$ cat src/rtl/irqv_pkg.sv
package irqv_pkg;

  localparam int WORD_IDX_W = 3;
  localparam int IDX_LSB    = 2;

  typedef enum logic [WORD_IDX_W-1:0] {
    W_STATUS  = 3'd0,
    W_PENDING = 3'd1,
    W_ENABLE  = 3'd2,
    W_ACK     = 3'd3,
    W_SETEN   = 3'd4,
    W_CLREN   = 3'd5,
    W_VECTOR  = 3'd6,
    W_MASTER  = 3'd7
  } wordIdx_e;

  typedef enum logic [2:0] {
    RD_ZERO,
    RD_STATUS,
    RD_PENDING,
    RD_ENABLE,
    RD_VECTOR,
    RD_MASTER
  } rdSel_e;

  typedef struct packed {
    logic   wrStatus;
    logic   wrEnable;
    logic   wrAck;
    logic   wrSetEn;
    logic   wrClrEn;
    logic   wrMaster;
    rdSel_e rdSel;
  } strobe_t;

endpackage

$ cat src/rtl/irqv_lowest.sv
module irqv_lowest #(
  parameter int WIDTH = 32,
  parameter int IDX_W = (WIDTH > 1) ? $clog2(WIDTH) : 1
) (
  input  logic [WIDTH-1:0] bits,
  output logic             found,
  output logic [IDX_W-1:0] index
);
  // Scanned from the top down, so the last hit (the lowest index) wins.
  always_comb begin
    found = |bits;
    index = '0;
    for (int i = WIDTH - 1; i >= 0; i--) begin
      if (bits[i]) index = IDX_W'(i);
    end
  end
endmodule

$ cat src/rtl/irqv_ctrl.sv
module irqv_ctrl
  import irqv_pkg::*;
#(
  parameter int ADDR_W = 8
) (
  input  logic              clk,
  input  logic              rstN,
  input  logic              busSel,
  input  logic              busWrite,
  input  logic [ADDR_W-1:0] busAddr,
  output strobe_t           strb
);
  localparam int IDX_MSB = IDX_LSB + WORD_IDX_W - 1;

  logic     inMap;
  wordIdx_e idx;

  assign inMap = (busAddr[ADDR_W-1:IDX_MSB+1] == '0);
  assign idx   = wordIdx_e'(busAddr[IDX_MSB:IDX_LSB]);

  always_comb begin
    strb       = '0;
    strb.rdSel = RD_ZERO;
    if (busSel && inMap) begin
      if (busWrite) begin
        case (idx)
          W_STATUS: strb.wrStatus = 1'b1;
          W_ENABLE: strb.wrEnable = 1'b1;
          W_ACK:    strb.wrAck    = 1'b1;
          W_SETEN:  strb.wrSetEn  = 1'b1;
          W_CLREN:  strb.wrClrEn  = 1'b1;
          W_MASTER: strb.wrMaster = 1'b1;
          default:  ;
        endcase
      end else begin
        case (idx)
          W_STATUS:  strb.rdSel = RD_STATUS;
          W_PENDING: strb.rdSel = RD_PENDING;
          W_ENABLE:  strb.rdSel = RD_ENABLE;
          W_VECTOR:  strb.rdSel = RD_VECTOR;
          W_MASTER:  strb.rdSel = RD_MASTER;
          default:   strb.rdSel = RD_ZERO;
        endcase
      end
    end
  end

  // at most one register acted on per access
  p_single_write_r2: assert property (@(posedge clk) disable iff (!rstN)
    $onehot0({strb.wrStatus, strb.wrEnable, strb.wrAck,
              strb.wrSetEn, strb.wrClrEn, strb.wrMaster}));

  // no write strobe without a mapped write access
  p_write_needs_access_r2: assert property (@(posedge clk) disable iff (!rstN)
    (strb.wrStatus || strb.wrEnable || strb.wrAck || strb.wrSetEn ||
     strb.wrClrEn || strb.wrMaster) |-> (busSel && busWrite && inMap));
endmodule

$ cat src/rtl/irqv_datapath.sv
module irqv_datapath
  import irqv_pkg::*;
#(
  parameter int               LINES     = 32,
  parameter int               DATA_W    = 32,
  parameter logic [LINES-1:0] EDGE_MASK = '0
) (
  input  logic              clk,
  input  logic              rstN,
  input  strobe_t           strb,
  input  logic [DATA_W-1:0] wrData,
  input  logic [LINES-1:0]  lineIn,
  output logic [DATA_W-1:0] rdData,
  output logic              irqReq
);
  localparam int IDX_W = (LINES > 1) ? $clog2(LINES) : 1;

  logic [LINES-1:0] syncA, syncB, prevB;
  logic [LINES-1:0] status, nextStatus, enable, pending, hwSet;
  logic [1:0]       master;
  logic             hwEn, masterEn;
  logic             found;
  logic [IDX_W-1:0] lowIdx;
  logic [DATA_W-1:0] vector;
  logic [LINES-1:0] wrLines;

  assign hwEn     = master[1];
  assign masterEn = master[0];
  assign wrLines  = wrData[LINES-1:0];

  always_ff @(posedge clk) begin
    if (!rstN) begin
      syncA <= '0;
      syncB <= '0;
      prevB <= '0;
    end else begin
      syncA <= lineIn;
      syncB <= syncA;
      prevB <= syncB;
    end
  end

  for (genvar g = 0; g < LINES; g++) begin : g_kind
    if (EDGE_MASK[g]) begin : g_edge
      assign hwSet[g] = hwEn & syncB[g] & ~prevB[g];
    end else begin : g_level
      assign hwSet[g] = hwEn & syncB[g];
    end
  end

  // Set from the lines is applied last so it wins over an acknowledge.
  always_comb begin
    nextStatus = status;
    if (strb.wrStatus && !hwEn) nextStatus = wrLines;
    if (strb.wrAck) nextStatus = nextStatus & ~wrLines;
    nextStatus = nextStatus | hwSet;
  end

  always_ff @(posedge clk) begin
    if (!rstN) begin
      status <= '0;
      enable <= '0;
      master <= '0;
    end else begin
      status <= nextStatus;
      if (strb.wrEnable)      enable <= wrLines;
      else if (strb.wrSetEn)  enable <= enable | wrLines;
      else if (strb.wrClrEn)  enable <= enable & ~wrLines;
      if (strb.wrMaster) master <= wrData[1:0];
    end
  end

  assign pending = status & enable;

  irqv_lowest #(.WIDTH(LINES), .IDX_W(IDX_W)) lowest_i (
    .bits  (pending),
    .found (found),
    .index (lowIdx)
  );

  assign vector = found ? DATA_W'(lowIdx) : '1;
  assign irqReq = masterEn & (|pending);

  always_comb begin
    case (strb.rdSel)
      RD_STATUS:  rdData = DATA_W'(status);
      RD_PENDING: rdData = DATA_W'(pending);
      RD_ENABLE:  rdData = DATA_W'(enable);
      RD_VECTOR:  rdData = vector;
      RD_MASTER:  rdData = DATA_W'(master);
      default:    rdData = '0;
    endcase
  end

  // with capture on, a status write leaves only the line-set bits added
  p_status_locked_r6: assert property (@(posedge clk) disable iff (!rstN)
    (hwEn && strb.wrStatus) |=> (status == ($past(status) | $past(hwSet))));

  // acknowledged bits are clear unless a line set them in that cycle
  p_ack_clears_r7: assert property (@(posedge clk) disable iff (!rstN)
    strb.wrAck |=> ((status & $past(wrLines) & ~$past(hwSet)) == '0));

  // a bit set by a line is always recorded
  p_set_recorded_r4: assert property (@(posedge clk) disable iff (!rstN)
    1'b1 |=> ((status & $past(hwSet)) == $past(hwSet)));

  // nothing is captured from the lines with capture off
  p_no_capture_off_r5: assert property (@(posedge clk) disable iff (!rstN)
    (!hwEn && !strb.wrStatus) |=> ((status & ~$past(status)) == '0));

  // vector points at a pending bit with none below it, or is all ones
  p_vector_low_r10: assert property (@(posedge clk) disable iff (!rstN)
    (pending != '0) |-> (pending[lowIdx] &&
      ((pending & ((LINES'(1) << lowIdx) - LINES'(1))) == '0)));

  p_vector_none_r10: assert property (@(posedge clk) disable iff (!rstN)
    (pending == '0) |-> (vector == '1));

  // request only with master enable and something pending
  p_request_r11: assert property (@(posedge clk) disable iff (!rstN)
    irqReq |-> (master[0] && (status & enable) != '0));
endmodule

$ cat src/rtl/irq_vec_ctrl.sv
module irq_vec_ctrl
  import irqv_pkg::*;
#(
  parameter int               LINES     = 32,
  parameter int               DATA_W    = 32,
  parameter int               ADDR_W    = 8,
  parameter logic [LINES-1:0] EDGE_MASK = 32'hFFFF_0000
) (
  input  logic              clk,
  input  logic              rstN,
  input  logic              busSel,
  input  logic              busWrite,
  input  logic [ADDR_W-1:0] busAddr,
  input  logic [DATA_W-1:0] busWdata,
  output logic [DATA_W-1:0] busRdata,
  input  logic [LINES-1:0]  irqLines,
  output logic              irqReq
);
  strobe_t strb;

  irqv_ctrl #(.ADDR_W(ADDR_W)) ctrl_i (
    .clk      (clk),
    .rstN     (rstN),
    .busSel   (busSel),
    .busWrite (busWrite),
    .busAddr  (busAddr),
    .strb     (strb)
  );

  irqv_datapath #(.LINES(LINES), .DATA_W(DATA_W), .EDGE_MASK(EDGE_MASK)) dp_i (
    .clk    (clk),
    .rstN   (rstN),
    .strb   (strb),
    .wrData (busWdata),
    .lineIn (irqLines),
    .rdData (busRdata),
    .irqReq (irqReq)
  );
endmodule

$ cat config.mk
export PLATFORM = sky130hd
export DESIGN_NAME = irq_vec_ctrl
export DESIGN_NICKNAME = d
export VERILOG_FILES = /design/src/rtl/irqv_pkg.sv /design/src/rtl/irqv_lowest.sv /design/src/rtl/irqv_ctrl.sv /design/src/rtl/irqv_datapath.sv /design/src/rtl/irq_vec_ctrl.sv
export SDC_FILE = /design/constraint.sdc
export NUM_CORES = 1
export LEC_CHECK = 0
export BUFFER_PORTS_ARGS = -buffer_cell sky130_fd_sc_hd__buf_4
export CORE_ASPECT_RATIO = 1.75
export CORE_MARGIN = 10
export CORE_UTILIZATION = 58
export CTS_BUF_LIST = sky130_fd_sc_hd__clkbuf_4 sky130_fd_sc_hd__clkbuf_8
export DETAILED_ROUTE_END_ITERATION = 12
export GPL_TIMING_DRIVEN = 0
export PLACE_DENSITY = 0.81
export REMOVE_ABC_BUFFERS = 1
export SYNTH_ARGS = -nofsm -noshare
export SYNTH_HDL_FRONTEND = slang
export SYNTH_SLANG_ARGS = --single-unit
$ cat constraint.sdc
create_clock -name clk -period 2 [get_ports clk]
set_input_delay 0 -clock clk [delete_from_list [all_inputs] [get_ports clk]]
set_output_delay 0 -clock clk [all_outputs]
set_load 0.01 [all_outputs]
==> impl_metrics.ini <==
[status]
status = finished with violations
violations = negative setup slack

[cts]
cts_buffers = 17
cts.clk_slew.worst_paths_ps = 90
htreeDepth = 4
cts_sinks = 146
cts_tree = yes
clkLatencyLatePin_ps = 460
clockBufferDepth = 2
cts_root_buffer = clkbuf_8

[yosys]
postSynthCellCount = 728
syn_area_um2 = 6540
syn_avg_cell_area_um2 = 8.98
synth-edff-count = 0
ys_types = 53
ys.warnings.count = 0
synth_flop_cell = dfxtp_1
synth-seq-cells = 146
synthArstFlopShare = 0
synthTopCellsByArea = dfxtp_1 (45%), and2_1 (7.7%), nand2_1 (6.4%)
yosysTopAreaCellShare = 0.447
synth_area_leader_cell = dfxtp_1
synth_seq_area_share = 0.447

[hold_path]
min_path_cells = 4
hold_path.class = input pin to register

[cells_and_area]
area_delta_synth_final_pct = 38.2
fin_area_um2 = 9040
fin_nets = 989
drive_above_1_share = 0.255
multi_input_area_um2 = 3590
utilization = 0.814
fillers = 634
seqCellArea_um2 = 2960

[floorplan]
rows = 51
fp.dieW_um = 100
die_area_um2 = 16100
ios = 109
core_um2 = 11100
start_util = 0.589
die-height_um = 160

[setup_path]
critPathArrivalTime_ps = 2370
r2r_cells = 7
worstPathRequired_ps = 2000
end_kind = output port
worst_setup_path_start_kind = register
critical_path_class = register to output port
cp_max_fo = 13

[grt]
use_met3 = 0.0679
antenna_found_initial = 0
grt_use_total = 0.252
grt_overflow = 0
grt_max_degree = 147
grt_pass1_vias = 6722
grtUsageMet2 = 0.430
grt_busiest_layer = met2
grt_pass1_wl_um = 33100
grt_use_met1 = 0.255

[timing]
holdWs_ps = 39.9
post-route-period-util = 1.18
max_slew_margin = 0.217
grt_setup_unrepaired = yes
setup_viol = 31
drv_slew = 0
setup_ws_ps = -365
fmax_ghz = 0.423
finalCriticalPeriod_ps = 2370
fin_skew_ps = 8.80
max_slew.worst_pin.slew_ps = 1170
hold_viol = 0

[detailed_routing]
via_count = 6650
wirelength_um = 21300
drt_iter0_markers = 678
drtPass1Iterations = 8
drtAntennaViolNets = 0
drc = 0
vias_per_cell = 6.28
wl_per_cell_um = 20.1

[power_and_ir_drop]
p_leak_uw = 0.00370
power.density_nw_per_um2 = 646
vdd_drop_max_v = 0.000673

[placed_design]
placed_area_um2 = 7460
io_buffers = 106
gp_congestion = 0.882
post-dp-hpwl_um = 12200

[run]
cap_viol_max_count = 0
synth_stat cells (all sizes together), types with 5 or more instances:
cell and number:
dfxtp 146, nand2 112, and2 81, o21ai 53
a22oi 48, clkbuf 40, nor2b 37, mux2i 34
a221o 30, a21oi 19, nor2 19, a21boi 18
o21a 17, buf 10, a22o 7, nand4 6
o211ai 5
per-layer routing:
layer  up-vias  wire [µm]
met3       137       1720
met5         -          0
met1      3108       7350
met2       422      10800
li1       2983          -
met4         0       1450
path summary, 6_finish.rpt:
| kind | start | to | slack [ps] |
|---|---|---|---|
| setup / recovery | dp_i.status[26]$_SDFF_PN0_ | busRdata[30] | -370 |
| hold / removal | busWrite | dp_i.master[1]$_SDFFE_PN0P_ | 40 |
| setup reg to reg | dp_i.master[1]$_SDFFE_PN0P_ | dp_i.status[28]$_SDFF_PN0_ | 100 |
| hold reg to reg | dp_i.syncA[25]$_SDFF_PN0_ | dp_i.syncB[25]$_SDFF_PN0_ | 440 |
placed cells by master, fill, tap and decap left out, types with 5 or more instances in the layout:
master,netlist,layout
nand4_1,5,5
nor2b_1,37,36
a21boi_0,12,11
a22oi_1,48,35
dfxtp_1,146,129
a22oi_2,0,13
dfxtp_4,0,5
dlygate4sd3_1,0,64
a21boi_1,6,6
a221o_1,30,30
a21oi_1,19,19
dfxtp_2,0,12
a22o_1,7,6
buf_8,0,8
mux2i_1,34,34
o21ai_0,53,51
clkbuf_8,0,17
inv_6,0,5
buf_4,1,124
nand2_1,112,112
nor2_1,18,18
and2_1,81,81
buf_6,2,18
o21a_1,17,17
o211ai_1,5,5
logic make-up (layout without fill, tap and decap cells):
group | Yosys count | after routing | synth area share
DFF | 146 | 146 | 0.447
AOI/OAI and AO/OA | 217 | 217 | 0.238
buffers and inverters | 52 | 249 | 0.0341
other | 0 | 1 | 0
muxes | 34 | 34 | 0.0520
xor gates and xnor gates | 1 | 1 | 0.00134
and+or+nand+nor | 278 | 279 | 0.227
stage by stage:
step | std cells | setup TNS [ps] | total power (µW) | setup WS (ps)
2_1_floorplan | 678 | -107140 | 3170 | -1810
3_3_place_gp | 916 | -252280 | 3350 | -3490
3_5_place_dp | 927 | -45510 | 3380 | -773
4_1_cts | 1050 | -8590 | 5830 | -298
5_1_grt | 1058 | -13020 | 6000 | -488
6_report | 1059 | -9080 | 5840 | -365
final cells by class:
type / count / share of cell area
Tap cell: 132 / 0.0183
Sequential cell: 146 / 0.327
Inverter: 2 / 0.000831
Antenna cell: 1 / 0.000277
Clock buffer: 17 / 0.0259
Multi-Input combinational cell: 531 / 0.397
Clock inverter: 15 / 0.0190
Timing Repair Buffer: 215 / 0.212
worst max-delay path, cell delays in order (launching register included):
cell and delay (ps):
dfxtp_2 360, a22oi_2 270, nand4_1 190, or3_4 400, buf_6 150, nor2_4 100
buf_12 160, a221o_1 150, buf_4 130
what timing repair did:
action                                  4_1_cts  5_1_grt
hold endpoints to repair                     98        0
resized for setup                            38       35
setup buffers                                25       14
endpoints found under the setup margin       94       67
gates cloned                                  2        0
hold buffers                                 64        0
pin swaps                                    17       21
report_power, final:
part | internal (µW) | total [µW] | switching [µW]
Sequential | 2970 | 3000 | 26.9
Combinational | 256 | 434 | 179
Clock | 1150 | 2410 | 1260
No activity file was read; power rests on OpenSTA's default activity.
